<file path="src/rtl/alucc_pkg.sv">
// Package: shared types and constants for the ALU / condition-flag block.
// Assumes a 4-bit function selector for both operations and conditions.
package alucc_pkg;

    localparam int FN_W   = 4;
    localparam int NUM_OP = 4;
    localparam int NUM_CC = 7;

    // Operation codes decoded from the function selector.
    typedef enum logic [FN_W-1:0] {
        OP_ADD = 4'd0,
        OP_SUB = 4'd1,
        OP_AND = 4'd2,
        OP_XOR = 4'd3
    } alu_op_e;

    // Condition codes shared by jumps and conditional moves.
    typedef enum logic [FN_W-1:0] {
        CND_ALWAYS = 4'd0,
        CND_LE     = 4'd1,
        CND_LT     = 4'd2,
        CND_EQ     = 4'd3,
        CND_NE     = 4'd4,
        CND_GE     = 4'd5,
        CND_GT     = 4'd6
    } cond_e;

    // Flag bundle; packed order gives {zero, sign, overflow}.
    typedef struct packed {
        logic zf;
        logic sf;
        logic of;
    } flags_t;

    localparam flags_t FLAGS_RESET = '{zf: 1'b1, sf: 1'b0, of: 1'b0};

endpackage

</file>
<file path="src/rtl/alucc_arith.sv">
// Module: alucc_arith
// Combinational datapath. It computes the selected operation and the flag
// values that operation would produce. Add and subtract share one adder.
// Subtract forms B + ~A + 1. Assumes two's-complement operands of width W.
module alucc_arith
    import alucc_pkg::*;
#(
    parameter int W = 32
) (
    input  logic [FN_W-1:0] fn,
    input  logic [W-1:0]    a,
    input  logic [W-1:0]    b,
    output logic [W-1:0]    res,
    output flags_t          nxt_flags,
    output logic            op_ok
);

    localparam int MSB = W - 1;

    logic         is_sub;
    logic [W-1:0] addend;
    logic [W-1:0] sum;
    logic         sa, sb, sr;
    logic         ovf;

    // Shared adder: conditionally inverts A and injects carry for subtract.
    always_comb begin
        is_sub = (fn == OP_SUB);
        addend = is_sub ? ~a : a;
        sum    = b + addend + {{(W-1){1'b0}}, is_sub};
    end

    // Result mux and overflow rule per operation.
    always_comb begin
        sa    = a[MSB];
        sb    = b[MSB];
        sr    = sum[MSB];
        op_ok = 1'b1;
        ovf   = 1'b0;
        unique case (fn)
            OP_ADD: begin
                res = sum;
                ovf = (sa == sb) && (sr != sa);
            end
            OP_SUB: begin
                res = sum;
                ovf = (sa != sb) && (sr != sb);
            end
            OP_AND: res = a & b;
            OP_XOR: res = a ^ b;
            default: begin
                res   = '0;
                op_ok = 1'b0;
            end
        endcase
    end

    // Flag values derived from the selected result.
    always_comb begin
        nxt_flags.zf = (res == '0);
        nxt_flags.sf = res[MSB];
        nxt_flags.of = ovf;
    end

endmodule

</file>
<file path="src/rtl/alucc_flagreg.sv">
// Module: alucc_flagreg
// Condition-flag register. It loads new flags on a rising edge when load is
// high. Synchronous active-low reset to zero-set / sign-clear / ovf-clear.
module alucc_flagreg
    import alucc_pkg::*;
(
    input  logic   clk,
    input  logic   rst_n,
    input  logic   load,
    input  flags_t d,
    output flags_t q
);

    // Capture flags on strobe; reset has priority.
    always_ff @(posedge clk) begin
        if (!rst_n)
            q <= FLAGS_RESET;
        else if (load)
            q <= d;
    end

    // reset value appears after a reset edge.
    assert_reset_value_R8: assert property (@(posedge clk)
        !rst_n |=> (q == FLAGS_RESET));

    // no load means no change.
    assert_hold_no_load_R7: assert property (@(posedge clk) disable iff (!rst_n)
        !load |=> $stable(q));

    // a load captures the datapath's flag values.
    assert_load_capture_R5: assert property (@(posedge clk) disable iff (!rst_n)
        load |=> (q == $past(d)));

endmodule

</file>
<file path="src/rtl/alucc_cond.sv">
// Module: alucc_cond
// Evaluates the seven jump / conditional-move conditions from a flag set.
// Unused selector values evaluate false. Purely combinational.
module alucc_cond
    import alucc_pkg::*;
(
    input  flags_t          cc,
    input  logic [FN_W-1:0] sel,
    output logic            take
);

    logic [NUM_CC-1:0] hit;
    logic              lt;

    // Build all condition outcomes as a vector indexed by condition code.
    always_comb begin
        lt              = cc.sf ^ cc.of;
        hit[CND_ALWAYS] = 1'b1;
        hit[CND_LE]     = lt | cc.zf;
        hit[CND_LT]     = lt;
        hit[CND_EQ]     = cc.zf;
        hit[CND_NE]     = ~cc.zf;
        hit[CND_GE]     = ~lt;
        hit[CND_GT]     = ~lt & ~cc.zf;
    end

    // Select one outcome; out-of-range selectors give false.
    always_comb begin
        if (sel < FN_W'(NUM_CC))
            take = hit[sel[2:0]];
        else
            take = 1'b0;
    end

endmodule

</file>
<file path="src/rtl/alucc_top.sv">
// Module: alucc_top
// Execute-stage ALU with a registered condition-flag set and a condition
// evaluator. The result is combinational. Flags load on set_cc with a valid
// operation. cond_true reads only the registered flags.
module alucc_top
    import alucc_pkg::*;
#(
    parameter int W = 32
) (
    input  logic            clk,
    input  logic            rst_n,
    input  logic [FN_W-1:0] alu_fn,
    input  logic [W-1:0]    opnd_a,
    input  logic [W-1:0]    opnd_b,
    input  logic            set_cc,
    input  logic [FN_W-1:0] cond_fn,
    output logic [W-1:0]    result,
    output logic [2:0]      flags,
    output logic            cond_true
);

    flags_t nxt_flags;
    flags_t cur_flags;
    logic   op_ok;
    logic   load;

    alucc_arith #(.W(W)) u_arith (
        .fn        (alu_fn),
        .a         (opnd_a),
        .b         (opnd_b),
        .res       (result),
        .nxt_flags (nxt_flags),
        .op_ok     (op_ok)
    );

    // Only valid operations with the strobe may update the flags.
    always_comb load = set_cc && op_ok;

    alucc_flagreg u_flags (
        .clk   (clk),
        .rst_n (rst_n),
        .load  (load),
        .d     (nxt_flags),
        .q     (cur_flags)
    );

    alucc_cond u_cond (
        .cc   (cur_flags),
        .sel  (cond_fn),
        .take (cond_true)
    );

    // Drive the packed flag port.
    always_comb flags = cur_flags;

    // invalid operations never disturb the flags.
    assert_bad_op_no_update_R4: assert property (@(posedge clk) disable iff (!rst_n)
        (alu_fn > FN_W'(NUM_OP - 1)) |=> $stable(flags));

    // captured zero flag agrees with the result seen at the port.
    assert_zero_flag_R5: assert property (@(posedge clk) disable iff (!rst_n)
        (set_cc && alu_fn < FN_W'(NUM_OP)) |=> (flags[2] == ($past(result) == '0)));

    // selector 0 is always taken.
    assert_always_taken_R9: assert property (@(posedge clk) disable iff (!rst_n)
        (cond_fn == 4'd0) |-> cond_true);

    // unused selectors are never taken.
    assert_unused_cond_R9: assert property (@(posedge clk) disable iff (!rst_n)
        (cond_fn > 4'd6) |-> !cond_true);

    // logic operations capture a clear overflow flag.
    assert_logic_clears_of_R6: assert property (@(posedge clk) disable iff (!rst_n)
        (set_cc && (alu_fn == 4'd2 || alu_fn == 4'd3)) |=> !flags[0]);

endmodule

</file>
<file path="config.mk">
export PLATFORM = sky130hd
export DESIGN_NAME = alucc_top
export DESIGN_NICKNAME = d
export VERILOG_FILES = /design/src/rtl/alucc_pkg.sv /design/src/rtl/alucc_arith.sv /design/src/rtl/alucc_flagreg.sv /design/src/rtl/alucc_cond.sv /design/src/rtl/alucc_top.sv
export SDC_FILE = /design/constraint.sdc
export NUM_CORES = 1
export LEC_CHECK = 0
export BUFFER_PORTS_ARGS = -buffer_cell sky130_fd_sc_hd__buf_2
export CAP_MARGIN = 0
export CORE_MARGIN = 1.5
export CORE_UTILIZATION = 50
export CTS_CLUSTER_DIAMETER = 100
export DETAILED_ROUTE_END_ITERATION = 8
export PLACE_DENSITY = 0.86
export SETUP_SLACK_MARGIN = 0.3
export SLEW_MARGIN = 10
export SYNTH_ARGS = -nofsm -noshare
export SYNTH_HDL_FRONTEND = slang
export SYNTH_SLANG_ARGS = --single-unit
export TNS_END_PERCENT = 50
</file>
<file path="constraint.sdc">
create_clock -name clk -period 9.15 [get_ports clk]
set_clock_uncertainty 0.15 [all_clocks]
set_input_delay 0.915 -clock clk [delete_from_list [all_inputs] [get_ports clk]]
set_output_delay 0.915 -clock clk [all_outputs]
set_load 0.01 [all_outputs]
</file>
==> flow_summary.yaml <==
routing:
  drtAntennaViolNets: 0
  first_pass_iters: 5
  wl_per_cell_um: 17.0
  drc: 0
  drt-total-wl_mm: 12.0
  vias: 4432
  avgViaCountPerCell: 6.27
  initialDrtViolationCount: 262
yosys:
  ys_ff_latch: 3
  netlist_area_mm2: 0.00367
  yosysWarningCount: 0
  synth_edf_count: 0
  syn_inst: 517
  seq_area_frac_synth_pct: 1.63
  synthArstFlopShare_pct: 0
  synth_area_per_cell_um2: 7.11
  synth_fp_nets: 658
  synthDistinctLibCells: 66
  ys.flop_type: "dfxtp_1"
finish:
  largestRegisters: "u_flags.q: 3 flops"
  n_antenna_cell: 0
  seq_area_um2: 60.1
  regMostFlops: "u_flags.q"
  final_common_cell: "buf_2"
  final_cell_mix: "buf_2, ha_1, nand2_1, nor2_1, xor2_1"
  area.growth.synth_to_final_pct: 17.3
  fillers: 694
  fin_nets: 750
  drive_gt1_share_pct: 20.9
  largest_reg_flops: 3
  multi_input_area_mm2: 0.00345
clock_tree:
  cts_buffers: 3
  ctsHoldBuffers: 0
  clk_pin_slew_ns: 0.03
  post_cts_resized: 0
  clock_latency_ns: 0.21
  cts.sinks: 3
  h-tree-depth: 1
  cts_root_buffer: "clkbuf_8"
  clk_path_buf_depth: 2
  cts_setup_buffers: 0
  cts_tree: "built"
placement:
  io_buffer_count: 110
  dp_hpwl_mm: 9.67
  dp_slack_ns: 3.41
  globalplace.congestion: 0.991
sta:
  setup_tns_ns: 0
  timing.final.crit_share_pct: 63.3
  slew_viol_final: 0
  relSlewSlack_pct: 32.2
  setup_violations: 0
  fin_ws_ns: 3.36
  period_needed_ns: 5.79
  max_freq_mhz: 173
  worst_slew_pin_slew_ns: 1.01
  rsz0062_at_grt: "false"
  finalHoldViolCount: 0
power_and_ir_drop:
  powerDensity_mw_per_mm2: 80.4
  ir_drop_uv: 33.2
  leakage_nw: 2.18
floorplanning:
  initial_utilization_pct: 51.2
  core-area_mm2: 0.00718
  die-area_mm2: 0.00787
  ios: 111
  dieWidth_um: 88.7
  fp.dieH_um: 88.7
  rows: 31
worst_setup_path:
  criticalPathCategory: "input port to output port"
  cp_max_fo: 23
  cp-end-kind: "output port"
  required_ns: 8.09
  critPathLaunchType: "input port"
  arrival_ns: 4.73
outcome:
  status: "complete, no violations"
global_routing:
  grt_overflow_total: 0
  antenna_found_initial: 0
  grt_pass1_vias: 4211
  grt.total_usage_pct: 30.4
  grt_max_degree: 40
  grt_pass1_wl_mm: 19.3
worst_hold_path:
  hp-class: "flop to flop"
run:
  maxCapViolCount: 0
[routing by layer]
metal	global-route usage (%)	vias to the layer above	wire [µm]
li1	-	2118	-
met1	37.9	2064	5190
met2	53.9	212	5690
met3	2.33	38	795
met4	11.8	0	333
met5	0	-	0
[final timing paths]
kind	startpoint	to	slack, ns	cells after the start
setup / recovery	alu_fn[0]	result[30]	3.36	14
hold / removal	u_flags.q[0]$_SDFFE_PN0P_	u_flags.q[0]$_SDFFE_PN0P_	0.35	2
setup reg to reg	u_flags.q[2]$_SDFFE_PN1P_	u_flags.q[2]$_SDFFE_PN1P_	8.31	2
hold reg to reg	u_flags.q[0]$_SDFFE_PN0P_	u_flags.q[0]$_SDFFE_PN0P_	0.35	2
[cell type report]
class	count	share of cell area, %
Clock buffer	4	1.05
Multi-Input combinational cell	474	80.2
Sequential cell	3	1.39
Tap cell	99	2.87
Inverter	14	1.22
Timing Repair Buffer	113	13.3
[power breakdown]
group	internal, mW	switching, mW	total, mW	leakage (nW)
registers	0.0137	0.000490	0.0142	0.0245
clock network	0.0297	0.00902	0.0388	0.0228
logic	0.121	0.173	0.293	2.13
[synthesized netlist by cell type, types with 4 or more instances]
cell type	instances	share of area [%]
nand3_1	4	0.54
nand4_1	10	1.7
o22ai_1	5	0.85
clkbuf_1	17	1.7
inv_1	14	1.4
or3_1	5	0.85
ha_1	65	22
xor2_1	40	9.5
a21oi_1	37	5.0
nor3b_1	4	0.82
a211o_1	5	1.2
nor2_1	44	4.5
nor3_1	11	1.5
a21boi_0	5	1.0
nand2_1	48	4.9
o21ai_1	8	1.1
xnor2_1	14	3.3
mux2i_1	19	5.2
nor2b_1	5	0.85
o211ai_1	5	1.0
o21ai_0	38	5.2
buf_1	6	0.61
and2_1	4	0.68
nand2b_1	4	0.68
or2_1	4	0.68
a21o_1	4	0.82
o21a_1	10	2.0
a31oi_1	6	1.0
a22oi_1	12	2.5
a211oi_1	5	1.0
[cell families (layout without fill, tap and decap cells)]
logic type               after synthesis  after routing  synth area share (%)
flip-flops                             3              3                  1.63
XOR/XNOR                              54             54                  12.9
adder cells (fa/ha/maj)               66             66                  22.7
AND/OR/NAND/NOR                      165            165                  22.9
AO/OA/AOI/OAI                        167            167                  29.5
multiplexers                          22             22                  6.10
buffers and inverters                 40            131                  4.33
[critical path, stage by stage]
cell and delay [ns]:
buf_2 0.54, nor4b_4 0.33, buf_4 0.32, xor2_1 0.16, fa_1 0.44, a21o_1 0.18
and4_1 0.23, o211ai_1 0.28, nand3_1 0.18, a2bb2oi_1 0.21, a311oi_1 0.33, xor2_1 0.11
o21ai_0 0.28, buf_2 0.20
[stage by stage]
step                      instance area (µm²)  utilization [%]  hold WS, ns  power (mW)  cells
after floorplan                          3670                -        0.361       0.216    517
after global placement                   4260             59.4        0.331       0.294    703
after detailed placement                 4260             59.4        0.351       0.300    703
after CTS                                4310             60.1        0.351       0.341    707
after global routing                     4310             60.1        0.372       0.378    707
final                                    4310             60.1        0.351       0.346    707
Note: power is estimated with default switching activity, not from simulation.
